--- config.mk ---
export PLATFORM = sky130hd
export DESIGN_NAME = bitband_remap
export DESIGN_NICKNAME = d
export VERILOG_FILES = /design/src/rtl/bb_pkg.sv /design/src/rtl/bb_ctrl.sv /design/src/rtl/bb_datapath.sv /design/src/rtl/bitband_remap.sv
export SDC_FILE = /design/constraint.sdc
export NUM_CORES = 1
export LEC_CHECK = 0
export BUFFER_PORTS_ARGS = -buffer_cell sky130_fd_sc_hd__buf_2
export CORE_ASPECT_RATIO = 0.7
export CORE_MARGIN = 2
export CORE_UTILIZATION = 38
export CTS_CLUSTER_DIAMETER = 80
export DETAILED_ROUTE_END_ITERATION = 12
export PLACE_DENSITY = 0.67
export SLEW_MARGIN = 20
export SYNTH_ARGS = -nofsm -noshare
export SYNTH_HDL_FRONTEND = slang
export SYNTH_SLANG_ARGS = --single-unit
--- constraint.sdc ---
create_clock -name clk -period 2.6 [get_ports clk]
set_clock_uncertainty 0.2 [all_clocks]
set_input_delay 0.26 -clock clk [delete_from_list [all_inputs] [get_ports clk]]
set_output_delay 0.26 -clock clk [all_outputs]
set_load 0.05 [all_outputs]
--- src/rtl/bb_pkg.sv ---
package bb_pkg;
  typedef enum logic [1:0] {
    ST_IDLE  = 2'd0,
    ST_READ  = 2'd1,
    ST_MODWR = 2'd2,
    ST_DONE  = 2'd3
  } bbState_t;

  typedef struct packed {
    logic capture;
    logic loadRd;
    logic writePhase;
  } bbStrobe_t;
endpackage

--- src/rtl/bb_ctrl.sv ---
module bb_ctrl
  import bb_pkg::*;
(
  input  logic      clk,
  input  logic      rstN,
  input  logic      mReq,
  input  logic      sAck,
  input  logic      isAlias,
  input  logic      isWrite,
  output logic      mReady,
  output logic      mDone,
  output logic      sReq,
  output bbStrobe_t strobe
);
  bbState_t state, stateNext;

  always_ff @(posedge clk or negedge rstN) begin
    if (!rstN) state <= ST_IDLE;
    else       state <= stateNext;
  end

  always_comb begin
    stateNext = state;
    strobe    = '0;
    case (state)
      ST_IDLE: begin
        if (mReq) begin
          strobe.capture = 1'b1;
          stateNext      = ST_READ;
        end
      end
      ST_READ: begin
        if (sAck) begin
          strobe.loadRd = 1'b1;
          stateNext     = (isAlias && isWrite) ? ST_MODWR : ST_DONE;
        end
      end
      ST_MODWR: begin
        strobe.writePhase = 1'b1;
        if (sAck) stateNext = ST_DONE;
      end
      default: stateNext = ST_IDLE;
    endcase
  end

  assign mReady = (state == ST_IDLE);
  assign mDone  = (state == ST_DONE);
  assign sReq   = (state == ST_READ) || (state == ST_MODWR);
endmodule

--- src/rtl/bb_datapath.sv ---
module bb_datapath
  import bb_pkg::*;
#(
  parameter int ADDR_W = 32,
  parameter int DATA_W = 32,
  parameter int NUM_WIN = 2,
  parameter int BAND_W = 20,
  parameter logic [NUM_WIN-1:0][ADDR_W-1:0] ALIAS_BASE = '0,
  parameter logic [NUM_WIN-1:0][ADDR_W-1:0] BAND_BASE  = '0
) (
  input  logic              clk,
  input  logic              rstN,
  input  bbStrobe_t         strobe,
  input  logic [ADDR_W-1:0] mAddr,
  input  logic [DATA_W-1:0] mWdata,
  input  logic              mWe,
  input  logic              mInstr,
  input  logic [DATA_W-1:0] sRdata,
  output logic              isAlias,
  output logic              isWrite,
  output logic [ADDR_W-1:0] sAddr,
  output logic              sWe,
  output logic [DATA_W-1:0] sWdata,
  output logic [DATA_W-1:0] mRdata
);
  localparam int BIT_W   = $clog2(DATA_W);
  localparam int BYTE_W  = $clog2(DATA_W / 8);
  localparam int ALIAS_W = BAND_W + BIT_W;
  localparam int WORD_W  = BAND_W - BYTE_W;
  localparam int TOP_W   = ADDR_W - ALIAS_W;
  localparam int BTOP_W  = ADDR_W - BAND_W;

  logic [ADDR_W-1:0] addrQ;
  logic [DATA_W-1:0] wdataQ, rdQ;
  logic              weQ, instrQ;

  always_ff @(posedge clk or negedge rstN) begin
    if (!rstN) begin
      addrQ  <= '0;
      wdataQ <= '0;
      weQ    <= 1'b0;
      instrQ <= 1'b0;
      rdQ    <= '0;
    end else begin
      if (strobe.capture) begin
        addrQ  <= mAddr;
        wdataQ <= mWdata;
        weQ    <= mWe;
        instrQ <= mInstr;
      end
      if (strobe.loadRd) rdQ <= sRdata;
    end
  end

  logic [NUM_WIN-1:0] winHit;
  for (genvar g = 0; g < NUM_WIN; g++) begin : gWin
    assign winHit[g] = (addrQ[ADDR_W-1:ALIAS_W] == ALIAS_BASE[g][ADDR_W-1:ALIAS_W]);
  end

  logic [BTOP_W-1:0] bandTop;
  always_comb begin
    bandTop = '0;
    for (int g = NUM_WIN - 1; g >= 0; g--) begin
      if (winHit[g]) bandTop = BAND_BASE[g][ADDR_W-1:BAND_W];
    end
  end

  logic [WORD_W-1:0] wordIdx;
  logic [BIT_W-1:0]  bitIdx;
  logic [ADDR_W-1:0] target;
  logic [DATA_W-1:0] merged;

  assign wordIdx = addrQ[ALIAS_W-1:BIT_W+BYTE_W];
  assign bitIdx  = addrQ[BIT_W+BYTE_W-1:BYTE_W];
  assign target  = {bandTop, wordIdx, {BYTE_W{1'b0}}};
  assign isAlias = (|winHit) && !instrQ;
  assign isWrite = weQ;

  always_comb begin
    merged         = rdQ;
    merged[bitIdx] = wdataQ[0];
  end

  assign sAddr  = isAlias ? target : addrQ;
  assign sWe    = strobe.writePhase ? 1'b1 : (isAlias ? 1'b0 : weQ);
  assign sWdata = strobe.writePhase ? merged : wdataQ;
  assign mRdata = isAlias ? {{(DATA_W-1){1'b0}}, rdQ[bitIdx]} : rdQ;

  logic unusedTop;
  assign unusedTop = ^{TOP_W{1'b0}};
endmodule

--- src/rtl/bitband_remap.sv ---
module bitband_remap
  import bb_pkg::*;
#(
  parameter int ADDR_W = 32,
  parameter int DATA_W = 32,
  parameter int NUM_WIN = 2,
  parameter int BAND_W = 20,
  parameter logic [NUM_WIN-1:0][ADDR_W-1:0] ALIAS_BASE = {32'h4200_0000, 32'h2200_0000},
  parameter logic [NUM_WIN-1:0][ADDR_W-1:0] BAND_BASE  = {32'h4000_0000, 32'h2000_0000}
) (
  input  logic              clk,
  input  logic              rstN,
  input  logic              mReq,
  input  logic              mInstr,
  input  logic              mWe,
  input  logic [ADDR_W-1:0] mAddr,
  input  logic [DATA_W-1:0] mWdata,
  output logic              mReady,
  output logic              mDone,
  output logic [DATA_W-1:0] mRdata,
  output logic              sReq,
  output logic              sWe,
  output logic [ADDR_W-1:0] sAddr,
  output logic [DATA_W-1:0] sWdata,
  input  logic              sAck,
  input  logic [DATA_W-1:0] sRdata
);
  bbStrobe_t strobe;
  logic      isAlias, isWrite;

  bb_ctrl u_ctrl (
    .clk     (clk),
    .rstN    (rstN),
    .mReq    (mReq),
    .sAck    (sAck),
    .isAlias (isAlias),
    .isWrite (isWrite),
    .mReady  (mReady),
    .mDone   (mDone),
    .sReq    (sReq),
    .strobe  (strobe)
  );

  bb_datapath #(
    .ADDR_W     (ADDR_W),
    .DATA_W     (DATA_W),
    .NUM_WIN    (NUM_WIN),
    .BAND_W     (BAND_W),
    .ALIAS_BASE (ALIAS_BASE),
    .BAND_BASE  (BAND_BASE)
  ) u_dp (
    .clk     (clk),
    .rstN    (rstN),
    .strobe  (strobe),
    .mAddr   (mAddr),
    .mWdata  (mWdata),
    .mWe     (mWe),
    .mInstr  (mInstr),
    .sRdata  (sRdata),
    .isAlias (isAlias),
    .isWrite (isWrite),
    .sAddr   (sAddr),
    .sWe     (sWe),
    .sWdata  (sWdata),
    .mRdata  (mRdata)
  );
endmodule

==> impl_metrics.env <==
export IMPL_wire_per_inst_um=17.3
export IMPL_grt_pass1_wl_um=26600
export IMPL_cts_tree="done"
export IMPL_min_path_type="in -> reg"
export IMPL_netlist_area_leader_share=0.437
export IMPL_dpl_hpwl_um=12300
export IMPL_worstReg2RegEnd="u_dp.rdQ[9]"
export IMPL_netlist_area_mm2=0.00572
export IMPL_drc_errors=0
export IMPL_min_to="u_ctrl.state[0]"
export IMPL_die_w_um=151
export IMPL_fin_area_mm2=0.00841
export IMPL_cp_max_fo=16
export IMPL_slew_headroom=0.660
export IMPL_cts_root_buf="clkbuf_16"
export IMPL_via_count=4982
export IMPL_first_global_vias=5110
export IMPL_grt_max_degree=67
export IMPL_layout_area_overhead_vs_synth_pct=46.9
export IMPL_ctsHtreeMaxLevel=3
export IMPL_drv_cap=0
export IMPL_coreArea_mm2=0.0147
export IMPL_numClockSinks=100
export IMPL_critPathKind="reg -> out"
export IMPL_yosysSeqAreaShare=0.437
export IMPL_drive_gt1_frac=0.481
export IMPL_tightest_slew_ps=509
export IMPL_synth_distinct_cells=43
export IMPL_routed_wl_um=17200
export IMPL_min_from="sAck"
export IMPL_synth_seq_cells=100
export IMPL_rsz0062_at_grt="true"
export IMPL_synthFlopType="dfrtp_1"
export IMPL_setup_tns_final_ps=0
export IMPL_io_pins=202
export IMPL_status="complete, no violations"
export IMPL_synthTopCellsByArea="dfrtp_1, mux2_2, mux2i_1, mux2_4, and2_1"
export IMPL_min_period_ps=2510
export IMPL_postSynthAreaPerCell_um2=11.4
export IMPL_hold_depth=4
export IMPL_placed_cell_area_mm2=0.00697
export IMPL_synth_enable_flop_cells=0
export IMPL_synth_commonest_cells="mux2_2, dfrtp_1, nor2_1, mux2i_1, and2_1"
export IMPL_startpoint_type="register"
export IMPL_via_per_inst=4.99
export IMPL_routabilityCongestion=0.801
export IMPL_reg2reg_slack_ps=560
export IMPL_required_ps=2140
export IMPL_finish_utilization=0.571
export IMPL_grt_overflow=0
export IMPL_ctsLongestPathBuffers=2
export IMPL_ys_warnings_count=0
export IMPL_syn_num_nets=610
export IMPL_yosysMostFrequentCell="mux2_2"
export IMPL_clk_latency_ps=350
export IMPL_die_area_mm2=0.0161
export IMPL_ant_nets=0
export IMPL_clk_pin_slew_ps=60
export IMPL_cp_data_arrival_time_ps=2050
export IMPL_grt_usage=0.216
export IMPL_fmax_mhz=398
export IMPL_finalCritPeriodShare=0.966
export IMPL_slew_viol_final=0
export IMPL_hold_viol_final=0
export IMPL_start_util=0.389
export IMPL_reg2regPathDepth=5
export IMPL_antenna_found_initial=0
export IMPL_syn_inst=504
export IMPL_finalWorstSetupSlack_ps=88.2
export IMPL_place_worst_setup_slack_ps=295
export IMPL_setup_viol_count_final=0
export IMPL_postSynth_asyncResetShare=1.00
export IMPL_yosysTopAreaCell="dfrtp_1"
export IMPL_n_antenna_cell=0
export IMPL_r2r_start="u_ctrl.state[1]"
export IMPL_die_y_um=107
export IMPL_dr_pass1_iters=4
export IMPL_num_rows=37
export IMPL_io_buffers=201
export IMPL_drt_initial_drc_count=202
export IMPL_end_kind="output pin"
export IMPL_nets=904
export IMPL_numCtsBuffers=9
==> cell type report <==
cell class / instances / area, µm²
clock inverter: 4 / 48.8
timing repair buffer: 329 / 2350
tap: 195 / 244
sequential: 100 / 2510
multi-input combinational: 355 / 3000
clock buffer: 12 / 246
fill: 1283 / 6310
inverter: 3 / 11.3
==> kinds of logic after synthesis <==
group	after synthesis	share of synthesized area
DFF	100	0.437
and+or+nand+nor	139	0.130
buffers and inverters	49	0.0463
muxes	165	0.327
AOI/OAI and AO/OA	46	0.0494
xor gates and xnor gates	1	0.00153
adders and majority gates	4	0.00875
==> metrics by stage <==
step           hold WS (ps)  std cells
2_1_floorplan          -236        504
3_3_place_gp           17.4        876
3_5_place_dp           28.4        876
4_1_cts                95.0        991
5_1_grt                 115        998
6_report               83.4        998
==> placed cells by master, fill, tap and decap left out, types with 2 or more instances in the layout <==
cell type      Yosys  routed
clkbuf_16          0      10
buf_4              6      29
o22ai_1            2       2
clkbuf_1          20       2
mux2_4            18      18
nand3_1            7       7
nor2b_1            3       2
clkinv_2           0       2
nor2_1            47      47
mux2i_1           43      41
inv_1              3       3
a21oi_2            0       2
dfrtp_2            0       4
nor4b_1            3       3
dlygate4sd3_1      0      99
buf_12             0       6
ha_1               4       3
nand3b_1           4       4
buf_2             11     188
buf_6              6       2
o21ai_0            2       2
nor3_2             0       3
clkbuf_4           0       4
nor3_1             6       3
mux2_2           104     104
a21oi_1           31      29
dfrtp_1          100      96
mux2i_2            0       2
nand2b_1           2       2
nand2_1           18      17
and2_1            39      39
nand4_1            2       2
==> critical path, cell delays in order (launching register included) <==
cell	delay [ps]
dfrtp_2	420
buf_12	170
mux2_2	350
a32oi_1	210
o2111a_1	230
a41oi_2	120
buf_6	190
==> flip-flops by register name, summed over array words and instances, names as in the netlist <==
signal / count
u_ctrl.state: 2
u_dp.addrQ: 32
u_dp.instrQ: 1
u_dp.isWrite: 1
u_dp.rdQ: 32
u_dp.wdataQ: 32
==> metal layers <==
| metal | share of wire | track usage |
|---|---|---|
| met1 | 0.46 | 0.292 |
| met2 | 0.48 | 0.356 |
| met3 | 0.061 | 0.0515 |
| met4 | 0.0066 | 0.0467 |
| met5 | 0 | 0 |
==> how the worst max path moves through the flow <==
stage | start | to | slack [ps]
finish | u_dp.addrQ[2] | mRdata[0] | 90
global route | u_dp.addrQ[5] | sWdata[21] | -4
CTS | u_dp.addrQ[2] | mRdata[0] | 20
detailed placement | u_dp.addrQ[4] | mRdata[0] | 300
global placement | u_dp.addrQ[4] | mRdata[0] | 330
floorplan | u_ctrl.state[0] | sWdata[23] | 100
==> timing repair <==
action | 4_1_cts | 5_1_grt
resized for setup | 8 | 24
gates cloned | 0 | 1
buffers inserted | 0 | 6
endpoints found under the hold margin | 125 | 0
hold buffers | 99 | 0
endpoints found under the setup margin | 24 | 40
pin swaps | 0 | 3
Power is left out: the tool's default activity adds up to more than one toggle a clock period on the data nets, which glitch-free logic cannot reach.
